## config.mk

```make
export PLATFORM = sky130hd
export DESIGN_NAME = raster_timing_gen
export DESIGN_NICKNAME = d
export VERILOG_FILES = /design/src/rtl/rtg_pkg.sv /design/src/rtl/rtg_raster_ctrl.sv /design/src/rtl/rtg_output_dp.sv /design/src/rtl/raster_timing_gen.sv
export SDC_FILE = /design/constraint.sdc
export NUM_CORES = 1
export LEC_CHECK = 0
export CORE_ASPECT_RATIO = 1.4
export CORE_MARGIN = 3
export CORE_UTILIZATION = 62
export DETAILED_ROUTE_END_ITERATION = 12
export PLACE_DENSITY_LB_ADDON = 0.1
export SYNTH_ARGS = -nofsm -noshare
export SYNTH_HDL_FRONTEND = slang
export SYNTH_SLANG_ARGS = --single-unit
```

## constraint.sdc

```tcl
create_clock -name clk -period 9.1 [get_ports clk]
set_input_delay 0.91 -clock clk [delete_from_list [all_inputs] [get_ports clk]]
set_output_delay 0.91 -clock clk [all_outputs]
set_load 0.005 [all_outputs]
```

## src/rtl/rtg_pkg.sv

```systemverilog
package rtg_pkg;

  localparam int PIX_W  = 11;
  localparam int LINE_W = 10;
  localparam int HALF_W = LINE_W + 1;
  localparam int MODE_W = 3;

  // vertical sync windows in half-line units, relative to each field origin
  localparam int VS_OFS_525 = 6;
  localparam int VS_LEN_525 = 6;
  localparam int VS_OFS_625 = 0;
  localparam int VS_LEN_625 = 5;

  typedef logic [PIX_W-1:0]  pix_t;
  typedef logic [LINE_W-1:0] line_t;
  typedef logic [HALF_W-1:0] half_t;
  typedef logic [MODE_W-1:0] mode_t;

  typedef struct packed {
    pix_t  hStart;
    pix_t  hStop;
    line_t vStart;
    line_t vStop;
  } winCfg_t;

  typedef struct packed {
    pix_t  totalPix;
    pix_t  activePix;
    line_t totalLines;
    logic  is625;
  } modeTim_t;

  // strobes handed from the counter control to the output datapath
  typedef struct packed {
    pix_t  pix;
    half_t halfLine;
    line_t fieldLine;
  } rasterStrb_t;

  function automatic modeTim_t lookupTiming(input mode_t mode,
                                            input line_t lines525,
                                            input line_t lines625);
    modeTim_t t;
    t.totalLines = lines525;
    t.is625      = 1'b0;
    case (mode)
      3'd0: begin t.totalPix = pix_t'(780); t.activePix = pix_t'(640); end
      3'd2: begin t.totalPix = pix_t'(910); t.activePix = pix_t'(768); end
      3'd3: begin
        t.totalPix = pix_t'(944); t.activePix = pix_t'(768);
        t.totalLines = lines625; t.is625 = 1'b1;
      end
      3'd4: begin
        t.totalPix = pix_t'(864); t.activePix = pix_t'(720);
        t.totalLines = lines625; t.is625 = 1'b1;
      end
      default: begin t.totalPix = pix_t'(858); t.activePix = pix_t'(720); end
    endcase
    return t;
  endfunction

endpackage

```

## src/rtl/rtg_raster_ctrl.sv

```systemverilog
module rtg_raster_ctrl
  import rtg_pkg::*;
#(
  parameter int LINES_525 = 525,
  parameter int LINES_625 = 625
) (
  input  logic        clk,
  input  logic        rst,
  input  mode_t       modeIn,
  input  winCfg_t     winIn,
  output winCfg_t     winCur,
  output modeTim_t    timCur,
  output rasterStrb_t strb
);

  localparam line_t L525 = line_t'(LINES_525);
  localparam line_t L625 = line_t'(LINES_625);

  pix_t    pixCnt;
  line_t   lineCnt;
  mode_t   modeReg;
  winCfg_t winReg;
  logic    lastPix;
  logic    lastLine;
  line_t   fieldBase;

  assign timCur   = lookupTiming(modeReg, L525, L625);
  assign winCur   = winReg;
  assign lastPix  = (pixCnt == timCur.totalPix - pix_t'(1));
  assign lastLine = (lineCnt == timCur.totalLines);

  always_ff @(posedge clk) begin
    if (rst) begin
      pixCnt  <= '0;
      lineCnt <= line_t'(1);
      modeReg <= modeIn;
      winReg  <= winIn;
    end else if (lastPix) begin
      pixCnt <= '0;
      if (lastLine) begin
        lineCnt <= line_t'(1);
        modeReg <= modeIn;
        winReg  <= winIn;
      end else begin
        lineCnt <= lineCnt + line_t'(1);
      end
    end else begin
      pixCnt <= pixCnt + pix_t'(1);
    end
  end

  assign fieldBase = (timCur.totalLines - line_t'(1)) >> 1;

  always_comb begin
    strb.pix       = pixCnt;
    strb.halfLine  = {lineCnt - line_t'(1), (pixCnt >= (timCur.totalPix >> 1))};
    strb.fieldLine = (lineCnt <= fieldBase) ? lineCnt : lineCnt - fieldBase;
  end

  AST_LINE_LENGTH: assert property (@(posedge clk) disable iff (rst)
    (pixCnt == '0 && !$past(rst)) |-> ($past(pixCnt) == $past(timCur.totalPix) - pix_t'(1)));

  AST_LINE_IN_FRAME: assert property (@(posedge clk) disable iff (rst)
    (lineCnt >= line_t'(1)) && (lineCnt <= timCur.totalLines));

  AST_CFG_FRAME_ONLY: assert property (@(posedge clk) disable iff (rst)
    !(pixCnt == '0 && lineCnt == line_t'(1)) |-> ($stable(modeReg) && $stable(winReg)));

endmodule

```

## src/rtl/rtg_output_dp.sv

```systemverilog
module rtg_output_dp
  import rtg_pkg::*;
#(
  parameter int HSYNC_W = 64
) (
  input  logic        clk,
  input  logic        rst,
  input  rasterStrb_t strb,
  input  winCfg_t     win,
  input  modeTim_t    tim,
  output logic        hSync,
  output logic        vSync,
  output logic        hBlank,
  output logic        vBlank,
  output logic        oddField,
  output logic        cbcrFlag
);

  localparam pix_t HSW = pix_t'(HSYNC_W);

  pix_t  hStopEff;
  half_t fieldHalf;
  half_t vsBase;
  half_t vsLen;
  logic  hAct;
  logic  vAct;
  logic  vsOdd;
  logic  vsEven;

  always_comb begin
    hStopEff  = (win.hStop == '0) ? win.hStart + tim.activePix : win.hStop;
    hAct      = (strb.pix >= win.hStart) && (strb.pix < hStopEff);
    vAct      = (strb.fieldLine >= win.vStart) && (strb.fieldLine < win.vStop);
    fieldHalf = half_t'(tim.totalLines);
    vsBase    = tim.is625 ? half_t'(VS_OFS_625) : half_t'(VS_OFS_525);
    vsLen     = tim.is625 ? half_t'(VS_LEN_625) : half_t'(VS_LEN_525);
    vsOdd     = (strb.halfLine >= vsBase) && (strb.halfLine < vsBase + vsLen);
    vsEven    = (strb.halfLine >= fieldHalf + vsBase) &&
                (strb.halfLine < fieldHalf + vsBase + vsLen);
  end

  always_ff @(posedge clk) begin
    if (rst) begin
      hSync    <= 1'b0;
      vSync    <= 1'b0;
      hBlank   <= 1'b1;
      vBlank   <= 1'b1;
      oddField <= 1'b1;
      cbcrFlag <= 1'b0;
    end else begin
      hSync    <= (strb.pix < HSW);
      vSync    <= vsOdd || vsEven;
      hBlank   <= !hAct;
      vBlank   <= !vAct;
      oddField <= (strb.halfLine < fieldHalf);
      cbcrFlag <= hAct && (strb.pix[0] ^ win.hStart[0]);
    end
  end

  AST_PIX_IN_LINE: assert property (@(posedge clk) disable iff (rst)
    strb.pix < tim.totalPix);

  AST_HSYNC_LINE_START: assert property (@(posedge clk) disable iff (rst)
    $rose(hSync) |-> ($past(strb.pix) == '0));

  AST_ODD_AT_FRAME: assert property (@(posedge clk) disable iff (rst)
    $rose(oddField) |-> ($past(strb.pix) == '0 && $past(strb.halfLine) == '0));

  AST_CBCR_IN_BLANK: assert property (@(posedge clk) disable iff (rst)
    hBlank |-> !cbcrFlag);

  AST_CBCR_FIRST_CB: assert property (@(posedge clk) disable iff (rst)
    $fell(hBlank) |-> !cbcrFlag);

  AST_CBCR_ALTERNATE: assert property (@(posedge clk) disable iff (rst)
    (!hBlank && !$past(hBlank)) |-> (cbcrFlag != $past(cbcrFlag)));

endmodule

```

## src/rtl/raster_timing_gen.sv

```systemverilog
module raster_timing_gen
  import rtg_pkg::*;
#(
  parameter int LINES_525 = 525,
  parameter int LINES_625 = 625,
  parameter int HSYNC_W   = 64
) (
  input  logic              clk,
  input  logic              rst,
  input  logic [MODE_W-1:0] modeSel,
  input  logic [PIX_W-1:0]  hActStart,
  input  logic [PIX_W-1:0]  hActStop,
  input  logic [LINE_W-1:0] vActStart,
  input  logic [LINE_W-1:0] vActStop,
  output logic              hSync,
  output logic              vSync,
  output logic              hBlank,
  output logic              vBlank,
  output logic              oddField,
  output logic              cbcrFlag
);

  winCfg_t     winIn;
  winCfg_t     winCur;
  modeTim_t    timCur;
  rasterStrb_t strb;

  assign winIn = '{hStart: hActStart, hStop: hActStop,
                   vStart: vActStart, vStop: vActStop};

  rtg_raster_ctrl #(
    .LINES_525(LINES_525),
    .LINES_625(LINES_625)
  ) u_ctrl (
    .clk   (clk),
    .rst   (rst),
    .modeIn(modeSel),
    .winIn (winIn),
    .winCur(winCur),
    .timCur(timCur),
    .strb  (strb)
  );

  rtg_output_dp #(
    .HSYNC_W(HSYNC_W)
  ) u_dp (
    .clk     (clk),
    .rst     (rst),
    .strb    (strb),
    .win     (winCur),
    .tim     (timCur),
    .hSync   (hSync),
    .vSync   (vSync),
    .hBlank  (hBlank),
    .vBlank  (vBlank),
    .oddField(oddField),
    .cbcrFlag(cbcrFlag)
  );

endmodule

```

* Word-level counts from Yosys, hierarchy flattened
Cells that the tools add are included.
Operators by class: bitwise gates (word level) 1, divide/modulo/power cells 0, multipliers 0, eq/ne operators 5, muxes and demuxes 13, order comparisons 12, add/sub/neg operators 10, shifts and indexed selects 0, reductions and logical operators 15
Operators with widths (number):
- $mux 42 | 3
- $pmux 19 s4 | 1
- $add 11x11->11 | 3
- $ge 11x11->1 | 3
- $lt 11x11->1 | 3
- $mux 10 | 2
- $sub 10x1->10 const B | 2
- $mux 3 | 4
- $add 10x11->11 | 1
- $add 11x1->11 const B | 1
- $eq 11x11->1 | 1
- $ge 11x9->1 | 1
- $logic_not 11->1 | 1
- $lt 11x10->1 | 1
- $lt 11x7->1 const B | 1
- $mux 11 | 1
- $sub 10x1->11 const B | 1
- $add 10x1->10 const B | 1
- $eq 10x10->1 | 1
- $ge 10x10->1 | 1
- $le 10x9->1 | 1
- $lt 10x10->1 | 1
- $sub 10x9->10 | 1
- $mux 8 | 1
- 11 further kinds | 19
Word-level totals: flip-flop bits (word level) 72, memories 0, latch bits 0, ROM bits 0, bits in writable memories 0, input bits 47

* Logic depth before layout (Yosys ltp)
Gate-level depths: netlist (run 1).
word-level depth 9, mapped depth 16, mapped depth without buffers 16

* Hierarchy
A second synthesis (run 1) with hierarchy kept.
Second synthesis, totals: cells, all modules 729, area total of the unflattened synthesis 6595.1 um2
Modules (own cells, without submodules):
- rtg_raster_ctrl | area an instance 3653.5 um2, cells an instance 355, times used 1, seq. area each 1771.7 um2
- rtg_output_dp | area an instance 2941.6 um2, cells an instance 374, times used 1, seq. area each 120.1 um2

* Least setup slack after synthesis (run 1)
OpenSTA, ideal clock, no wires.
path kind flip-flop to flip-flop, from register u_ctrl.modeReg[1], to register u_dp.vBlank, path buffers 0, required time 8.969 ns, cell stages (with the launch flop) 17, data arrival time 3.971 ns, slack 4.997 ns, setup time 0.131 ns, period minus slack after synthesis 4.103 ns, cell sequence edfxtp_1 -> and3b_4 -> a21oi_2 -> inv_1 -> ha_1 -> nor2b_1 -> o21a_1 -> o21a_1 -> o32a_1 -> a31oi_2 -> mux2i_1 -> ha_1 -> a21o_1 -> a21o_1 -> a211oi_1 -> o21a_1 -> o211ai_1
On the way: longest elaborated chain between the ends 9, elaborated cells on any way between the ends 12, those cells by class 2 x add/sub; 3 x order compare; 2 x eq/ne; 2 x mux; 3 x reduce/logical
RTL lines:
- start, declared | RTL line rtg_raster_ctrl.sv:21 | mode_t modeReg;
- start signal, assigned | RTL line rtg_raster_ctrl.sv:36 | modeReg <= modeIn;
- start signal, assigned | RTL line rtg_raster_ctrl.sv:42 | modeReg <= modeIn;
- $eq 3x2->1 or $eq 3x3->1 (tied branches) | RTL line rtg_pkg.sv:46 | case (mode)
- $reduce_or 2->1 (no line) (*)
- $mux 8 (*) | RTL line rtg_pkg.sv:46
- $sub 10x1->10 (*) | RTL line rtg_raster_ctrl.sv:52 | assign fieldBase = (timCur.totalLines - line_t'(1)) >> 1;
- $sub 10x9->10 or $le 10x9->1 (tied branches) | RTL line rtg_raster_ctrl.sv:57 | strb.fieldLine = (lineCnt <= fieldBase) ? lineCnt : lineCnt - fieldBase;
- $mux 10 (*) | RTL line rtg_raster_ctrl.sv:57
- $ge 10x10->1 or $lt 10x10->1 (tied branches) | RTL line rtg_output_dp.sv:33 | vAct = (strb.fieldLine >= win.vStart) && (strb.fieldLine < win.vStop);
- $logic_and 1x1->1 (*) | RTL line rtg_output_dp.sv:33
- $logic_not 1->1 (*) | RTL line rtg_output_dp.sv:54 | vBlank <= !vAct;
- end signal, assigned | RTL line rtg_output_dp.sv:54
- end, declared | RTL line rtg_output_dp.sv:14 | output logic vBlank,
Mark *: on every way between the ends. The rest lies on a longest branch, timed or not. A chain may end at the register's enable or synchronous reset.

* Final worst setup path (run 1)
from register u_ctrl.modeReg[2], to register u_dp.vBlank
The elaborated chain is that of the path after synthesis.

==> impl_metrics.toml, run 1 <==
[clock_tree]
cts.sinks = 72
h-tree-depth = 3
cts_buffers = 9
cts-hold-fix-buffers = 0
post_cts_resized = 0
clock_latency_ns = 0.35
clockBufferDepth = 2
post_cts_buffers = 0
cts-root-buf = "clkbuf_8"
cts.clk_slew.worst_paths_ns = 0.08
cts_tree = "built"

[timing]
finClkSkew_ns = 0.0103
rsz0062_at_grt = "no"
fmax_mhz = 237
worst_slew_pin_slew_ns = 1.08
slew_viol_final = 0
fin_crit_sh_pct = 46.4
slew_headroom_pct = 28.0
fin_crit_ns = 4.22
final_hold_viol_count = 0
fin_tns_setup_ns = 0
setup_viol = 0

[critical_path]
cp-start-kind = "flop"
rr_startpoint = "u_ctrl.modeReg[2]"
rr_worst_depth = 17
crit_end = "u_dp.vBlank"
path_class = "reg -> reg"
end_kind = "flop"
cp_max_fo = 18
reg2reg_slack_ns = 4.88
required_ns = 9.33
reg2reg_to = "u_dp.vBlank"
crit_arrival_ns = 4.46
setup.worst_path.start = "u_ctrl.modeReg[2]"

[synth]
synth_top_area_cell = "edfxtp_1"
yosysTopAreaCellShare_pct = 26.8
yosysSeqAreaShare_pct = 37.5
synth_nets = 624
netlist_area_um2 = 5040
syn_inst = 504
synth_flop_cell = "edfxtp_1"
yosys-top-cells-area = "edfxtp_1 27%, ha_1 18%, dfxtp_1 11%"
avgSynthCellArea_um2 = 10.0
async_flop_share_pct = 0
ys_ff_latch = 72
synth.distinct_cells = 69
ys_top_cells_by_count = "72 x ha_1, 52 x inv_1, 45 x edfxtp_1, 39 x nor2_1, 28 x a21oi_1"
yosysWarningCount = 0
synth_most_common_cell = "ha_1"
synth_edf_count = 45

[die]
dieArea_um2 = 9260
die_w_um = 82.2
die_h_um = 113
ioPinCount = 53
core_um2 = 7850
start_util_pct = 64.3
row_count = 38

[placement]
dp.cells = 644
post-dp-hpwl_um = 8760
portBuffers = 52
gp_congestion = 0.880

[route]
via_per_inst = 6.12
wl_per_cell_um = 17.4
dr.pass1.iters = 5
drtAntennaViolNets = 0
drcViolationCount = 0
first_iter_violations = 231
wirelength_um = 11500
num_vias = 4032

[final_layout]
layout.nets = 675
final_util_pct = 74.2
areaGrowthSynthToFinish_pct = 15.5
drive_above_1_share_pct = 6.26
final_cells = 659
antennaDiodeCount = 0
fillers = 554

[global_route]
antenna_found_initial = 0
grt_overflow_total = 0
grt_pass1_wl_um = 19100
grt_pass1_vias = 4215
grt_start_max_net_pins = 48
grt_usage_pct = 26.7

[power_and_ir_drop]
peakVddDrop_v = 0.000157
powerDensity_nw_per_um2 = 124
power.share.combinational_pct = 10.9
switchingPower_mw = 0.169
pwr-share-seq_pct = 50.6
swShare_pct = 23.5
power_leakage_nw = 2.58
internal-power_mw = 0.553
pwr-share-clk_pct = 38.5

[hold_path]
min_path_cells = 1
worstHoldPathType = "reg -> reg"

[run_status]
status = "complete, no violations"

[flow_run]
max_cap_viol_count = 0
power groups by stage:
stage                     combinational, mW  sequential [mW]  clock [mW]
final                                0.0788            0.366       0.278
after global routing                 0.0880            0.367       0.296
after CTS                            0.0790            0.366       0.281
after detailed placement             0.0784            0.373           0
after global placement               0.0745            0.373           0
after floorplan                      0.0446            0.371           0
flip-flops by register name, summed over array words and instances, names as in the netlist:
| register | count |
|---|---|
| u_ctrl.lineCnt | 10 |
| u_ctrl.modeReg | 3 |
| u_ctrl.pixCnt | 11 |
| u_ctrl.winCur | 42 |
| u_dp.cbcrFlag | 1 |
| u_dp.hBlank | 1 |
| u_dp.hSync | 1 |
| u_dp.oddField | 1 |
| u_dp.vBlank | 1 |
| u_dp.vSync | 1 |
through the flow:
step	setup slack, ns	power [mW]	hold slack (ns)	instance area (µm²)
floorplan	5.00	0.416	0.450	5040
global placement	5.11	0.447	0.489	5610
detailed placement	4.94	0.452	0.493	5610
CTS	4.91	0.726	0.509	5820
global route	4.60	0.751	0.536	5820
finish	4.88	0.723	0.505	5820
layout make-up:
| type | count | area, µm² | share of cell area [%] |
|---|---|---|---|
| Tap cell | 100 | 125 | 2.15 |
| Clock buffer | 10 | 128 | 2.19 |
| Inverter | 52 | 195 | 3.35 |
| Sequential cell | 72 | 1890 | 32.5 |
| Clock inverter | 5 | 81.3 | 1.40 |
| Timing Repair Buffer | 53 | 528 | 9.07 |
| Multi-Input combinational cell | 367 | 2870 | 49.4 |
cells by family after synthesis:
| group | after synthesis | share of synthesized area (%) |
|---|---|---|
| buffers and inverters | 65 | 5.49 |
| muxes | 13 | 2.75 |
| AOI/OAI and AO/OA | 107 | 15.5 |
| adders and majority gates | 73 | 18.3 |
| and+or+nand+nor | 149 | 16.1 |
| DFF | 72 | 37.5 |
| xor gates and xnor gates | 25 | 4.34 |
metal layers:
| layer | part of all wire [%] | track usage, % | vias up |
|---|---|---|---|
| met1 | 36 | 27.7 | 1895 |
| met2 | 55 | 49.5 | 133 |
| met4 | 4.5 | 13.1 | 0 |
| li1 | - | - | 1957 |
| met5 | 0 | 0 | - |
| met3 | 4.1 | 4.78 | 47 |
cells in the final DEF, fill, tap and decap left out, drive strengths merged, types with 3 or more instances in the layout:
master,n
a211oi,3
a21oi,29
nand4,13
mux2,4
a2111oi,9
xnor2,15
a31oi,6
clkbuf,10
o21a,7
xor2,10
o21ai,11
dfxtp,27
clkdlybuf4s50,52
nor2,39
or2,3
nand3,10
nand2b,7
o21bai,4
nand2,20
a21o,12
o211ai,5
edfxtp,45
o22ai,3
mux2i,9
inv,53
nor4,7
or4,3
ha,72
nor2b,9
nor3,18
or3,5
worst min-delay path by stage:
| stage | from | end | slack [ns] |
|---|---|---|---|
| detailed placement | u_ctrl.pixCnt[0] | u_ctrl.pixCnt[0] | 0.49 |
| finish | u_ctrl.pixCnt[0] | u_ctrl.pixCnt[0] | 0.51 |
| CTS | u_ctrl.pixCnt[0] | u_ctrl.pixCnt[0] | 0.51 |
| global placement | u_ctrl.pixCnt[0] | u_ctrl.pixCnt[0] | 0.49 |
| floorplan | u_ctrl.pixCnt[0] | u_ctrl.pixCnt[0] | 0.45 |
| global route | u_ctrl.pixCnt[0] | u_ctrl.pixCnt[0] | 0.54 |
worst max-delay path: stages (launching register included):
cell      delay (ns)
edfxtp_1        0.46
and3b_4         0.25
a21oi_2         0.10
buf_4           0.26
inv_1           0.14
ha_1            0.31
nor2b_1         0.13
o21a_1          0.19
o21a_1          0.20
o32a_1          0.28
a31oi_2         0.37
mux2i_1         0.30
ha_1            0.27
a21o_1          0.16
a21o_1          0.18
a211oi_1        0.25
o21a_1          0.16
o211ai_1        0.07
(Power assumes the default switching activity.)
==> inputs of run 2 (changes only) <==
- CORE_UTILIZATION: 62 -> 52
- clock period: 9.1 -> 3.43 ns (I/O delays scaled with it)
==> run 2 against run 1 <==
Net effect:
- maximum frequency up 20%
- design area up 9.2%
- power rose to 2.9 times the previous value
- via count up 2.8%
- cell count up 7.1%
- clock-buffer cell count down 1
- highest routed layer unchanged
- critical path depth down 1
- the flow now finishes with violations (setup timing)
- critical endpoint unchanged
==> impl_metrics.toml, run 2 (same netlist as run 1, synthesis figures left out) <==
[placement]
gp_congestion = 0.892
place_ws_ns = -0.192
dp.cells = 683
post-dp-hpwl_um = 9370
dpl-instance-area_um2 = 5920
portBuffers = 52

[die]
die_w_um = 89.2
die_h_um = 123
row_count = 41
dieArea_um2 = 10900
ioPinCount = 53
core_um2 = 9230
start_util_pct = 54.6

[critical_path]
path_class = "reg -> reg"
slowest_delay_ns = 0.42
cp-start-kind = "flop"
slowest_stage = "edfxtp_1"
worstPathCellList = "and3b_4 > a21oi_4 > inv_2 > ha_4 > nor2b_1 > o21a_1 > o21a_1 > o32a_1 > a31oi_4 > buf_6 > mux2i_4 > ha_1 > a21o_1 > a211oi_2 > o21a_1 > o211ai_1"
crit_arrival_ns = 3.72
cp_max_fo = 5
end_kind = "flop"
required_ns = 3.64
crit_top_cell = "o21a_1"

[clock_tree]
cts_tree = "built"
clock_latency_ns = 0.33
clockBufferDepth = 2
h-tree-depth = 3
cts-hold-fix-buffers = 0
cts.clk_slew.worst_paths_ns = 0.06
cts_buffers = 9
cts.sinks = 72
cts-root-buf = "clkbuf_16"

[timing]
fin_crit_sh_pct = 102
fmax_mhz = 285
fin_crit_ns = 3.51
layout_setup_ws_ns = -0.0816
fin_tns_setup_ns = -0.0816
setup_viol = 1
rsz0062_at_grt = "yes"
slew_headroom_pct = 46.3
finClkSkew_ns = 0.00820
final_hold_viol_count = 0
worst_slew_pin_slew_ns = 0.785
slew_viol_final = 0

[final_layout]
fin_area_um2 = 6360
layout.nets = 714
areaGrowthSynthToFinish_pct = 26.1
fillers = 730
antennaDiodeCount = 0
final_common_cell = "ha_1"
mostFrequentLayoutCells = "67 x ha_1, 52 x clkdlybuf4s50_1, 51 x inv_1"
largest_reg_flops = 42
final_cells = 706
drive_above_1_share_pct = 15.9

[power_and_ir_drop]
power_leakage_nw = 2.82
powerDensity_nw_per_um2 = 326
peakVddDrop_v = 0.000310

[flow_run]
max_cap_viol_count = 0

[run_status]
status = "complete, but fails checks"
violations = "setup timing"

[route]
drcViolationCount = 0
wl_per_cell_um = 17.5
via_per_inst = 5.87
wirelength_um = 12400
first_iter_violations = 156
num_vias = 4144
drtAntennaViolNets = 0
dr.pass1.iters = 4

[global_route]
grt_pass1_wl_um = 19800
antenna_found_initial = 0
grt_usage_pct = 23.6
grt_pass1_vias = 4258
grt_overflow_total = 0
grt_start_max_net_pins = 26

[hold_path]
worstHoldPathType = "reg -> reg"
## run 2: cell types whose count changed in the layout (fill, tap and decap cells not counted), moves of 3 or more
cell / delta
clkbuf_16: +9
ha_1: -5
clkbuf_8: -9
ha_4: +3
buf_4: +36
## run 2: timing repair
action	4_1_cts	5_1_grt
endpoints found under the setup margin	1	3
pin swaps	3	16
gates resized for setup	8	18
buffers inserted	1	6
## run 2: worst paths after layout
check / startpoint / endpoint / slack, ns / depth (start not counted)
setup / recovery: u_ctrl.modeReg[0] / u_dp.vBlank / -0.08 / 16
hold / removal: u_ctrl.pixCnt[0] / u_ctrl.pixCnt[0] / 0.51 / 1
hold reg to reg: u_ctrl.pixCnt[0] / u_ctrl.pixCnt[0] / 0.51 / 1
setup reg to reg: u_ctrl.modeReg[0] / u_dp.vBlank / -0.08 / 16
## run 2: layout make-up
type                    instances  area, µm²  area share (%)
well taps                     107        134            2.11
repair buffers                 92        850            13.4
clock inverters                 7       47.5           0.748
inverters                      52        195            3.07
flip-flops and latches         72       1890            29.8
multi-input cells             367       3010            47.4
clock buffers                   9        225            3.54
## run 2: per-layer routing
metal / share of wire [%] / GRT usage (%)
met1: 39 / 27.1
met2: 55 / 43.3
met3: 3.3 / 3.09
met4: 2.4 / 9.03
met5: 0 / 0
## run 2: worst max-delay path, delay by kind of cell (launching register included)
family | cells | cell delay (ns)
compound gates | 9 | 1.66
fa+ha+maj | 2 | 0.47
buf+inv | 2 | 0.24
flops | 1 | 0.42
mux | 1 | 0.24
simple gates | 2 | 0.36
## run 2: through the flow
stage	utilization, %	total power, mW	hold slack, ns
CTS	67.4	2.08	0.512
global placement	64.1	1.21	0.485
global route	68.8	2.15	0.553
finish	68.8	2.07	0.505
detailed placement	64.1	1.22	0.498
floorplan	-	1.10	0.442
## run 2: report_power, final
group	internal, mW	total (mW)	switching, mW
Sequential	0.951	0.971	0.0200
Clock	0.489	0.861	0.372
Combinational	0.130	0.241	0.110
Total	1.57	2.07	0.502
